**src/rtl/addr_spi_slave.sv**
```systemverilog
module addr_spi_slave #(
  parameter int FRAME_W = 8,
  parameter int ADDR_W  = 2,
  parameter int SYNC_N  = 2
) (
  input  logic                      clk,
  input  logic                      rst_n,
  input  logic                      cs_n,
  input  logic                      sck,
  input  logic                      sdi,
  input  logic [ADDR_W-1:0]         addr_strap,
  output logic                      sdo,
  output logic                      sdo_oe,
  output logic [FRAME_W-ADDR_W-1:0] instr,
  output logic                      instr_vld,
  output logic                      err_flag
);
  localparam int PAY_W = FRAME_W - ADDR_W;
  localparam int CNT_W = $clog2(FRAME_W + 2);
  localparam logic [CNT_W-1:0] C_FULL = CNT_W'(FRAME_W);
  localparam logic [CNT_W-1:0] C_ADDR = CNT_W'(ADDR_W);
  localparam logic [CNT_W-1:0] C_LAST = CNT_W'(ADDR_W - 1);
  localparam logic [CNT_W-1:0] C_MAX  = '1;

  logic [SYNC_N:0]    sck_q, cs_q;
  logic [SYNC_N-1:0]  sdi_q;
  logic [CNT_W-1:0]   cnt;
  logic [FRAME_W-1:0] shreg, tx;
  logic               hit;

  always_ff @(posedge clk or negedge rst_n)
    if (!rst_n) begin
      sck_q <= '0;
      cs_q  <= '1;
      sdi_q <= '0;
    end else begin
      sck_q <= {sck_q[SYNC_N-1:0], sck};
      cs_q  <= {cs_q[SYNC_N-1:0], cs_n};
      sdi_q <= {sdi_q[SYNC_N-2:0], sdi};
    end

  wire sdi_s    = sdi_q[SYNC_N-1];
  wire cs_lo    = ~cs_q[SYNC_N-1];
  wire cs_rise  = ~cs_q[SYNC_N] & cs_q[SYNC_N-1];
  wire sck_fall = sck_q[SYNC_N] & ~sck_q[SYNC_N-1];
  wire sck_rise = ~sck_q[SYNC_N] & sck_q[SYNC_N-1];
  wire live     = (cnt < C_ADDR) || hit;
  wire addr_ok  = {shreg[ADDR_W-2:0], sdi_s} == addr_strap;
  wire [FRAME_W-1:0] vbyte = {2'b10, {(FRAME_W-3){1'b0}}, err_flag};

  assign sdo = tx[FRAME_W-1];

  always_ff @(posedge clk or negedge rst_n)
    if (!rst_n) begin
      cnt       <= '0;
      shreg     <= '0;
      tx        <= '0;
      hit       <= 1'b0;
      sdo_oe    <= 1'b0;
      instr     <= '0;
      instr_vld <= 1'b0;
      err_flag  <= 1'b0;
    end else begin
      instr_vld <= 1'b0;
      if (cs_rise && hit) begin
        if (cnt == C_FULL) begin
          instr_vld <= 1'b1;
          instr     <= shreg[PAY_W-1:0];
          err_flag  <= 1'b0;
        end else
          err_flag  <= 1'b1;
      end
      if (!cs_lo) begin
        cnt    <= '0;
        hit    <= 1'b0;
        sdo_oe <= 1'b0;
        tx     <= '0;
      end else begin
        if (sck_fall) begin
          if (cnt != C_MAX) cnt <= cnt + 1'b1;
          if (live && cnt < C_FULL) shreg <= {shreg[FRAME_W-2:0], sdi_s};
          if (cnt == C_LAST && addr_ok) begin
            hit    <= 1'b1;
            sdo_oe <= 1'b1;
            tx     <= vbyte << ADDR_W;
          end
        end
        if (sck_rise && hit && cnt > C_ADDR && cnt < C_FULL)
          tx <= tx << 1;
      end
    end
endmodule


```
**config.mk**
```make
export PLATFORM = sky130hd
export DESIGN_NAME = addr_spi_slave
export DESIGN_NICKNAME = d
export VERILOG_FILES = /design/src/rtl/addr_spi_slave.sv
export SDC_FILE = /design/constraint.sdc
export NUM_CORES = 1
export LEC_CHECK = 0
export BUFFER_PORTS_ARGS = -buffer_cell sky130_fd_sc_hd__buf_2
export CAP_MARGIN = 5
export CORE_ASPECT_RATIO = 1.2
export CORE_MARGIN = 2
export CORE_UTILIZATION = 45
export DETAILED_ROUTE_END_ITERATION = 8
export PLACE_DENSITY_LB_ADDON = 0.15
export SETUP_SLACK_MARGIN = 0.1
export SKIP_LAST_GASP = 1
export SLEW_MARGIN = 20
export SYNTH_ARGS = -nofsm -noshare
export SYNTH_HDL_FRONTEND = slang
export SYNTH_SLANG_ARGS = --single-unit
```
**constraint.sdc**
```tcl
create_clock -name clk -period 3.8 [get_ports clk]
set_clock_uncertainty 0.05 [all_clocks]
set_input_delay 0.38 -clock clk [delete_from_list [all_inputs] [get_ports clk]]
set_output_delay 0.38 -clock clk [all_outputs]
set_load 0.05 [all_outputs]
```
Yosys cells after proc, flatten, opt, wreduce, memory -nomap -nowiden --
Index checks and enable logic that the tools add are counted.
Word-level totals: register bits 35, input port bits 7, output and inout bits 10, logic and storage cells 55
Operators by class: add/sub/neg operators 1, magnitude comparators 3, eq/ne operators 4, muxes and demuxes 13, bitwise logic cells 7, reduce and logical (&&, ||, !) cells 17
Operator list (number):
- $mux W8 | 4
- $mux W4 | 3
- $reduce_and A2 Y1 | 4
- $logic_and A1 B1 Y1 | 6
- $mux W1 | 6
- $reduce_bool A2 Y1 | 3
- $reduce_bool A3 Y1 | 2
- $add A4 B1 Y4 const B | 1
- $eq A4 B1 Y1 const B | 1
- $eq A4 B4 Y1 const B | 1
- $gt A4 B2 Y1 const B | 1
- $lt A4 B2 Y1 const B | 1
- $lt A4 B4 Y1 const B | 1
- $ne A4 B4 Y1 const B | 1
- $not A1 Y1 | 4
- $and A1 B1 Y1 | 3
- $reduce_and A3 Y1 | 1
- $eq A2 B2 Y1 | 1
- $logic_or A1 B1 Y1 | 1

Longest topological paths before layout --
Gate-level depths: netlist of the first run.
word-level depth 7, depth in mapped cells 6, gate-level depth less buffers 6

Least setup slack after synthesis of the first run --
OpenSTA, ideal clock, no wires.
kind reg2reg, from reg hit, to reg tx[3], setup time 0.121 ns, arrival time 1.594 ns, data required time 3.629 ns, slack 2.035 ns, stages on the path, launching flop included 5, buffers on the path 0, period minus slack after synthesis 1.765 ns, cell sequence dfrtp_1 or4bb_1 a21oi_1 nor3_2 a22o_1
Between the ends: longest elaborated chain between the ends 5, elaborated cells on any way between the ends 8, those cells by class 2 x mux; 6 x reduce/logical
RTL lines:
- start: declaration | line 29 | logic hit;
- start signal: assignment | line 58 | hit <= 1'b0;
- start signal: assignment | line 75 | hit <= 1'b0;
- start signal: assignment | line 83 | hit <= 1'b1;
- $logic_and A1 B1 Y1 * (3 in series) | line 88 | if (sck_rise && hit && cnt > C_ADDR && cnt < C_FULL)
- $reduce_bool A3 Y1 (no source line) or $mux W8 (tied branches)
- $reduce_and A2 Y1 (no source line) or $mux W8 (tied branches)
- end signal: assignment | line 85 | tx <= vbyte << ADDR_W;
- end signal: assignment | line 89 | tx <= tx << 1;
- end: declaration | line 28 | logic [FRAME_W-1:0] shreg, tx;
Mark *: on every way between the ends. The rest lies on a longest branch, timed or not. A chain may end at the register's enable or synchronous reset.

Final worst setup path of the first run --
from reg cnt[3], to reg tx[3]
Between the ends: longest elaborated chain between the ends 5, elaborated cells on any way between the ends 11, those cells by class 2 x order compare; 1 x eq/ne; 2 x mux; 6 x reduce/logical
RTL lines:
- start: declaration | line 27 | logic [CNT_W-1:0] cnt;
- start signal: assignment | line 80 | if (cnt != C_MAX) cnt <= cnt + 1'b1;
- $gt A4 B2 Y1 | line 88
- $logic_and A1 B1 Y1 (2 in series) | line 88
- $reduce_bool A3 Y1 (no source line) or $mux W8 (tied branches)
- $reduce_and A2 Y1 (no source line) or $mux W8 (tied branches)
Parallel ways exist; a longest one is shown, timed or not.

==> impl_metrics.csv, run 1 <==
group,metric,value,unit
yosys,synth.largest_area_cell,"dfrtp_1",
drt,via_count,756,
worst_setup_path,cp_slowest_cell,"dfrtp_1",
floorplan,dieWidth,53.07,um
timing,relSlewSlack,53.20,%
floorplan,start_util,46.68,%
worst_setup_path,cp_cell_sequence,"or3b_4, nor4_4, nor3_2, a22o_1",
power_and_ir_drop,p_leak,0.7394,nW
floorplan,ios,17,
clock_tree,cts_root_buf,"clkbuf_4",
worst_setup_path,path_class,"flop to flop",
worst_setup_path,r2r.worst_path.cells,4,
timing,fin_crit,1.772,ns
clock_tree,h-tree-depth,2,
status,status,"completed",
power_and_ir_drop,power_per_cell_area,490.5,nW/um^2
drt,drt_iter0_markers,23,
worst_hold_path,hold_path.class,"input pin to async pin",
floorplan,design.die.area,3337,sq um
yosys,synth_top_cells_by_area,"dfrtp_1 58%, mux2_2 10%, dfstp_2 6.1%, a22o_1 3.4%, ha_1 2.9%",
worst_setup_path,path_buf_inv,0,
grt,overflow,0,
worst_setup_path,worst-path-max-fanout,5,
worst_setup_path,setup.worst_path.start_class,"flop",
clock_tree,cts_resized,0,
timing,setup_tns,0,ns
drt,route.detailed.drc,0,
timing,max_freq,564.4,MHz
clock_tree,numCtsBuffers,5,
clock_tree,cts.clk_slew.worst_paths,0.11,ns
clock_tree,clock_sinks,33,
floorplan,placeableCoreArea,2785,sq um
drt,drt-vias-per-instance,5.040,
worst_setup_path,worstPathArrival,1.94,ns
timing,setup_viol,0,
timing,slew_viol_final,0,
worst_setup_path,cp_top_family,"simple AND/OR/NAND/NOR gates",
flow_run,maxCapViolations,0,
worst_setup_path,crit_path_end_kind,"flop",
timing,finalHoldViolCount,0,
worst_setup_path,r2r_start,"cnt[3]",
worst_setup_path,crit_start,"cnt[3]",
worst_setup_path,critPathMaxStageDelay,0.45,ns
yosys,synth_top_cell_area_share,57.75,%
yosys,yosys_register_bits,33,
clock_tree,cts_tree,"built",
yosys,syn_avg_cell_area,13.98,sq um
timing,worst_pin_slew,0.7020,ns
layout,nets,125,
worst_setup_path,crit_cells,4,
drt,first_pass_iters,4,
worst_setup_path,cp.required,3.97,ns
drt,postRouteAntennaNets,0,
yosys,netlist_instances,93,
yosys,synth_area,1300,sq um
layout,drive_gt1_share,35.34,%
layout,area_delta_synth_final,14.92,%
yosys,synth.distinct_cells,29,
timing,grt_setup_unrepaired,"false",
clock_tree,cts_buffer_depth,2,
placed_design,port_buffers,16,
placed_design,gp_congestion,0.7919,
floorplan,die_h,62.88,um
clock_tree,hold_buffers,0,
layout,diodes,0,
power_and_ir_drop,vdd.ir_drop.worst,0.2813,mV
grt,grt_usage,15.95,%
drt,wl_per_cell,13.77,um
floorplan,rows,21,
yosys,synth_nets,103,
yosys,yosysWarnings,0,
timing,finalCritPeriodShare,46.63,%
grt,grt_pass1_vias,800,
layout,utilization,53.64,%
drt,wl,2065,um
grt,grt_max_degree,34,
grt,antenna_found_initial,0,
placed_design,dp_hpwl,1410,um
clock_tree,post_cts_buffers,0,
clock_tree,clkLatencyLatePin,0.33,ns
yosys,ys_seq_area_share,63.81,%
grt,grt_pass1_wl,3657,um
power by group:
part / internal, W / switching (W)
sequential: 0.000388 / 0.0000262
combinational: 0.0000341 / 0.0000338
clock: 0.000138 / 0.000113
total: 0.000560 / 0.000173
cells in the mapped netlist:
cell type   n
and2b_1     1
or3b_4      1
and2_1      1
xnor2_1     1
nor2b_1     1
nand4_1     1
xor2_1      3
a21oi_1     1
o21ai_1     1
or4bb_1     1
nand2b_1    2
nor3_1      1
dfstp_2     3
nor3_2      1
nand3_1     2
a22o_1      5
dfrtp_1    30
mux2_2     12
and3_1      1
nand2_1     1
nor4_4      1
nor2_1      9
ha_1        3
buf_2       1
inv_1       4
a211oi_1    1
mux2i_1     1
o21a_1      1
a31oi_1     2
registers in the layout, indices dropped and copies added (netlist names):
| signal | count |
|---|---|
| instr | 6 |
| sdi_q | 2 |
| hit | 1 |
| tx | 6 |
| cs_q | 3 |
| cnt | 4 |
| instr_vld | 1 |
| err_flag | 1 |
| sck_q | 3 |
| shreg | 6 |
worst paths after layout:
| path | end | slack [ns] |
|---|---|---|
| worst max-delay path | tx[3] | 2.03 |
| worst min-delay path | shreg[5] | 0.03 |
| worst max register to register | tx[3] | 2.03 |
| worst min register to register | sck_q[1] | 0.30 |
| max in group asynchronous | sck_q[1] | 3.20 |
| min in group clk | cs_q[0] | 0.10 |
layout by cell type (no fill, tap or decap), drive strengths merged, types with 2 or more instances in the layout:
cell	instances
dfrtp	30
nand2b	2
nor2	9
ha	3
a31oi	2
clkbuf	6
nor3	2
buf	16
inv	4
mux2	12
dfstp	3
nand3	2
a22o	5
xor2	3
area by class of cell:
type	instances	area, sq um
tap	34	42.54
multi-input combinational	55	450.4
sequential	33	829.5
fill	253	1291
clock buffer	6	41.29
timing repair buffer	16	80.08
inverter	4	15.01
clock inverter	2	35.03
routing by layer:
metal	GRT usage [%]	wire [um]	vias up
met5	0	0	-
met4	6.731	45	0
met3	8.612	104	4
met2	22.03	954	17
met1	20.61	961	366
li1	-	-	369
kinds of logic (layout without fill, tap and decap cells):
family	count (synthesis)	in the layout	share of synthesized area, %
AOI/OAI and AO/OA	11	11	6.255
muxes	13	13	11.16
xor gates and xnor gates	4	4	2.695
adders and majority gates	3	3	2.888
buffers and inverters	5	28	1.539
and+or+nand+nor	24	24	11.65
DFF	33	33	63.81
per-stage QoR:
step	hold WS (ns)	area, sq um	power (W)	cells	worst slack, ns
2_1_floorplan	0.03441	1300	0.0004648	93	2.035
3_3_place_gp	0.2826	1418	0.0004865	142	2.045
3_5_place_dp	0.2856	1418	0.0004911	142	1.983
4_1_cts	0.04568	1494	0.0007476	150	1.994
5_1_grt	0.06196	1494	0.0007814	150	1.889
6_report	0.03177	1494	0.0007328	150	2.028
worst register-to-register path, stage by stage, from the launching register on:
cell and delay (ns):
dfrtp_1 0.45, or3b_4 0.41, nor4_4 0.38, nor3_2 0.13, a22o_1 0.25
No activity file was read; power rests on OpenSTA's default activity.
==> inputs of run 2 (changes only) <==
==> constraint.sdc (replaced) <==
create_clock -name clk -period 1.8 [get_ports clk]
set_clock_uncertainty 0.05 [all_clocks]
set_input_delay 0.18 -clock clk [delete_from_list [all_inputs] [get_ports clk]]
set_output_delay 0.18 -clock clk [all_outputs]
set_load 0.05 [all_outputs]
==> run 2 against run 1 <==
Effect of this change:
- cell area up 5.9%
- final cell count up 5.3%
- worst setup slack got worse by 1.9 ns
- via count increased by 6.2%
- first-iteration DRC count is 70% lower
- critical path type unchanged
- largest cell class unchanged
- highest routed layer unchanged
==> impl_metrics.csv, run 2 (same netlist as run 1, synthesis figures left out) <==
group,metric,value,unit
drt,wl_per_cell,13.40,um
timing,max_freq,588.8,MHz
timing,whs,0.3124,ns
placed_design,dp_hpwl,1459,um
power_and_ir_drop,p_leak,0.7775,nW
floorplan,placeableCoreArea,2785,sq um
floorplan,design.die.area,3337,sq um
layout,nets,133,
grt,grt_pass1_vias,857,
worst_hold_path,hold_path.class,"flop to flop",
worst_setup_path,regToRegSetupSlack,0.10,ns
status,status,"completed",
clock_tree,numCtsBuffers,5,
timing,setup_tns,0,ns
worst_setup_path,r2r_end,"tx[3]",
timing,finalCritPeriodShare,94.35,%
layout,diodes,0,
clock_tree,clock_sinks,33,
grt,met3_usage,7.416,%
worst_setup_path,r2r_start,"sck_q[1]",
flow_run,maxCapViolations,0,
placed_design,gp_congestion,0.7706,
drt,first_pass_iters,4,
drt,postRouteAntennaNets,0,
layout,reg.largest.list,"instr (6), shreg (6), tx (6)",
drt,route.detailed.drc,0,
timing,grt_setup_unrepaired,"true",
drt,drt_iter0_markers,7,
layout,layout_commonest_cell,"dfrtp_1",
layout,area_delta_synth_final,21.66,%
grt,grt_max_degree,34,
drt,via_count,803,
clock_tree,cts_root_buf,"clkbuf_4",
floorplan,rows,21,
worst_setup_path,crit_start,"sck_q[1]",
clock_tree,cts_tree,"built",
timing,relSlewSlack,53.35,%
worst_hold_path,min-delay-start,"sdi_q[0]",
worst_setup_path,r2r.worst_path.cells,4,
power_and_ir_drop,power_per_cell_area,1011,nW/um^2
floorplan,start_util,46.68,%
grt,top_usage_layer,"met2",
grt,grt_pass1_wl,3691,um
worst_setup_path,cp.required,1.97,ns
clock_tree,cts_buffer_depth,2,
timing,setup_viol,0,
grt,overflow,0,
grt,met1_usage,18.63,%
timing,worst_pin_slew,0.6998,ns
worst_hold_path,holdPathStages,0,
power_and_ir_drop,vdd.ir_drop.worst,0.6422,mV
floorplan,ios,17,
timing,finalHoldViolCount,0,
worst_hold_path,hold_end,"sdi_q[1]",
timing,fin_crit,1.698,ns
worst_setup_path,worst-path-max-fanout,5,
clock_tree,h-tree-depth,2,
layout,final_cell_mix,"29 x dfrtp_1, 16 x buf_2, 12 x mux2_2, 9 x nor2_1",
grt,antenna_found_initial,0,
power_and_ir_drop,power,0.001599,W
floorplan,die_h,62.88,um
timing,slew_viol_final,0,
worst_setup_path,setup.worst_path.start_class,"flop",
clock_tree,cts.clk_slew.worst_paths,0.10,ns
grt,grt_usage,15.40,%
placed_design,port_buffers,16,
worst_setup_path,crit_path_end_kind,"flop",
worst_setup_path,worstPathArrival,1.87,ns
grt,met2_usage,23.75,%
drt,wl,2117,um
drt,drt-vias-per-instance,5.082,
worst_setup_path,path_class,"flop to flop",
clock_tree,clkLatencyLatePin,0.32,ns
layout,drive_gt1_share,38.71,%
floorplan,dieWidth,53.07,um
run 2: metal layers:
layer / wire length, um / vias to the layer above / share of wire, %
met5: 0 / - / 0
li1: - / 382 / -
met3: 78 / 4 / 3.7
met1: 977 / 399 / 46
met2: 1033 / 18 / 49
met4: 27 / 0 / 1.3
run 2: cell type report:
cell class	instances	area, sq um
Timing Repair Buffer	24	150.1
Clock inverter	1	30.03
Fill cell	254	1204
Sequential cell	33	830.8
Inverter	4	15.01
Tap cell	34	42.54
Multi-Input combinational cell	55	457.9
Clock buffer	7	55.05
run 2: worst max-delay path, cell delays in order, from the launching register on:
cell	delay, ns
dfrtp_1	0.41
or3b_4	0.43
nor4_4	0.34
nor3_2	0.13
a22o_1	0.25
run 2: worst max path at each step:
stage | endpoint | slack [ns]
6_report | tx[3] | 0.10
3_5_place_dp | tx[4] | 0.08
5_1_grt | tx[3] | 0.03
2_1_floorplan | instr[0] | 0.16
3_3_place_gp | tx[7] | 0.11
4_1_cts | tx[4] | 0.09
run 2: power by group:
part	total [W]	internal [W]	switching, W	leakage (nW)
clock	0.000569	0.000332	0.000237	0.0455
sequential	0.000873	0.000819	0.0000544	0.425
combinational	0.000158	0.0000805	0.0000774	0.307
run 2: repair_timing:
action / in CTS / in global routing
setup endpoints to repair: 5 / 12
resized for setup: 0 / 2
hold buffers: 4 / 0
buffers inserted: 2 / 0
hold endpoints to repair: 33 / 0
pin swaps: 2 / 0
run 2: stage by stage:
step | setup WS (ns) | instances | cell area (sq um) | utilization [%]
floorplan | 0.1560 | 93 | 1301 | -
global placement | 0.1129 | 144 | 1434 | 51.48
detailed placement | 0.07713 | 144 | 1434 | 51.48
CTS | 0.09050 | 158 | 1574 | 56.51
global route | 0.02620 | 158 | 1582 | 56.78
finish | 0.1017 | 158 | 1582 | 56.78
==> inputs of run 3 (changes only) <==
--- a/config.mk
+++ b/config.mk
@@ -12,6 +12,7 @@
 export CORE_UTILIZATION = 45
 export DETAILED_ROUTE_END_ITERATION = 8
 export PLACE_DENSITY_LB_ADDON = 0.15
+export REMOVE_ABC_BUFFERS = 1
 export SETUP_SLACK_MARGIN = 0.1
 export SKIP_LAST_GASP = 1
 export SLEW_MARGIN = 20
==> run 3 against run 2 <==
Effect of this change:
- routed wire length is 2.9% lower
- final cell count is 0.63% lower
- fmax is 1.4% lower
- critical path depth stayed put
- highest routed layer unchanged
- first-iteration DRC count is 57% lower
- combinational power hardly changed
- largest cell class unchanged
==> impl_metrics.csv, run 3 (same netlist as run 1, synthesis figures left out) <==
group,metric,value,unit
clock_tree,cts_buffer_depth,2,
timing,setup_viol,0,
floorplan,ios,17,
placed_design,dpl-instance-area,1433,sq um
worst_setup_path,cp.required,1.97,ns
placed_design,dp_hpwl,1412,um
timing,setup_tns,0,ns
drt,via_count,800,
status,status,"completed",
timing,grt_setup_unrepaired,"true",
grt,grt_pass1_wl,3781,um
layout,n_fill_cell,235,
drt,wl,2055,um
worst_setup_path,crit_path_end_kind,"flop",
timing,worst_pin_slew,0.7049,ns
clock_tree,clkLatencyLatePin,0.32,ns
drt,first_pass_iters,4,
worst_setup_path,worstPathArrival,1.89,ns
drt,drt_iter0_markers,3,
worst_setup_path,worst-path-max-fanout,5,
layout,drive_gt1_share,38.21,%
grt,overflow,0,
floorplan,rows,21,
worst_setup_path,r2r_start,"cnt[3]",
flow_run,maxCapViolations,0,
worst_setup_path,r2r_end,"tx[6]",
worst_setup_path,path_class,"flop to flop",
floorplan,design.die.area,3337,sq um
layout,fin_area,1560,sq um
clock_tree,cts.clk_slew.worst_paths,0.10,ns
timing,whs,0.3082,ns
timing,slew_viol_final,0,
worst_hold_path,holdPathStages,0,
clock_tree,cts_tree,"built",
worst_setup_path,critPathCapture,"tx[6]",
worst_setup_path,regToRegSetupSlack,0.08,ns
grt,grt_max_degree,34,
worst_setup_path,setup.worst_path.start_class,"flop",
layout,area_delta_synth_final,20.02,%
power_and_ir_drop,vdd.ir_drop.worst,0.6573,mV
timing,finalCritPeriodShare,95.66,%
power_and_ir_drop,power_per_cell_area,929.5,nW/um^2
floorplan,die_h,62.88,um
layout,nets,133,
grt,antenna_found_initial,0,
clock_tree,numCtsBuffers,5,
layout,layout_commonest_cell,"dfrtp_1",
timing,fin_crit,1.722,ns
layout,reg.largest.list,"instr (6), shreg (6), tx (6)",
layout,final_cell_mix,"30 x dfrtp_1, 16 x buf_2, 12 x mux2_2, 9 x nor2_1",
worst_setup_path,crit_start,"cnt[3]",
clock_tree,h-tree-depth,2,
placed_design,dp_cells,144,
layout,utilization,56.02,%
drt,wl_per_cell,13.09,um
placed_design,port_buffers,16,
power_and_ir_drop,p_leak,0.7668,nW
grt,grt_usage,15.80,%
layout,multi_input_area,464.2,sq um
floorplan,dieWidth,53.07,um
grt,grt_pass1_vias,824,
worst_setup_path,r2r.worst_path.cells,4,
timing,relSlewSlack,53.01,%
drt,postRouteAntennaNets,0,
floorplan,start_util,46.68,%
layout,seq_area,829.5,sq um
floorplan,placeableCoreArea,2785,sq um
drt,drt-vias-per-instance,5.096,
clock_tree,clock_sinks,33,
placed_design,gp_congestion,0.8581,
layout,fin_cells,157,
layout,diodes,0,
drt,route.detailed.drc,0,
clock_tree,cts_root_buf,"clkbuf_4",
timing,finalHoldViolCount,0,
worst_hold_path,hold_path.class,"flop to flop",
timing,max_freq,580.8,MHz
run 3: per-layer routing:
layer  wire [um]  global-route usage, %  vias up
li1            -                      -      381
met1         962                  21.73      390
met2         947                  21.72       23
met3          99                  5.263        6
met4          46                  8.654        0
met5           0                      0        -
run 3: layout make-up:
cell class / instances / share of cell area [%]
clock inverter: 1 / 0.4812
inverter: 4 / 0.9623
multi-input combinational: 55 / 29.75
timing repair buffer: 24 / 9.623
sequential: 33 / 53.17
tap: 34 / 2.727
clock buffer: 6 / 3.288
run 3: worst max-delay path, stage by stage (launching register included):
cell     delay (ns)
dfrtp_1        0.43
or3b_4         0.43
nor4_4         0.39
nor3_4         0.11
a22o_1         0.23
run 3: how the worst min path moves through the flow:
stage | from | to | slack, ns
6_report | sck_q[0] | sck_q[1] | 0.31
4_1_cts | sck_q[0] | sck_q[1] | 0.31
3_3_place_gp | rst_n | instr_vld | 0.22
2_1_floorplan | rst_n | cnt[0] | -0.17
3_5_place_dp | rst_n | tx[6] | 0.22
5_1_grt | sck_q[0] | sck_q[1] | 0.32
run 3: stage by stage:
stage	worst slack [ns]	total power, W
after floorplan	0.03484	0.0009806
after detailed placement	0.06217	0.001038
final	0.07815	0.001450
after global placement	0.1139	0.001031
after CTS	0.08580	0.001470
after global routing	0.008705	0.001543
run 3: where the power goes:
part,switching (W),internal [W]
registers,0.0000541,0.000818
logic,0.0000776,0.0000801
clock network,0.000237,0.000183
run 3: repair_timing:
action	CTS	global route
endpoints found under the hold margin	33	0
pin swaps	8	0
hold buffers	4	0
endpoints found under the setup margin	5	13
resized for setup	2	1
setup buffers	2	0
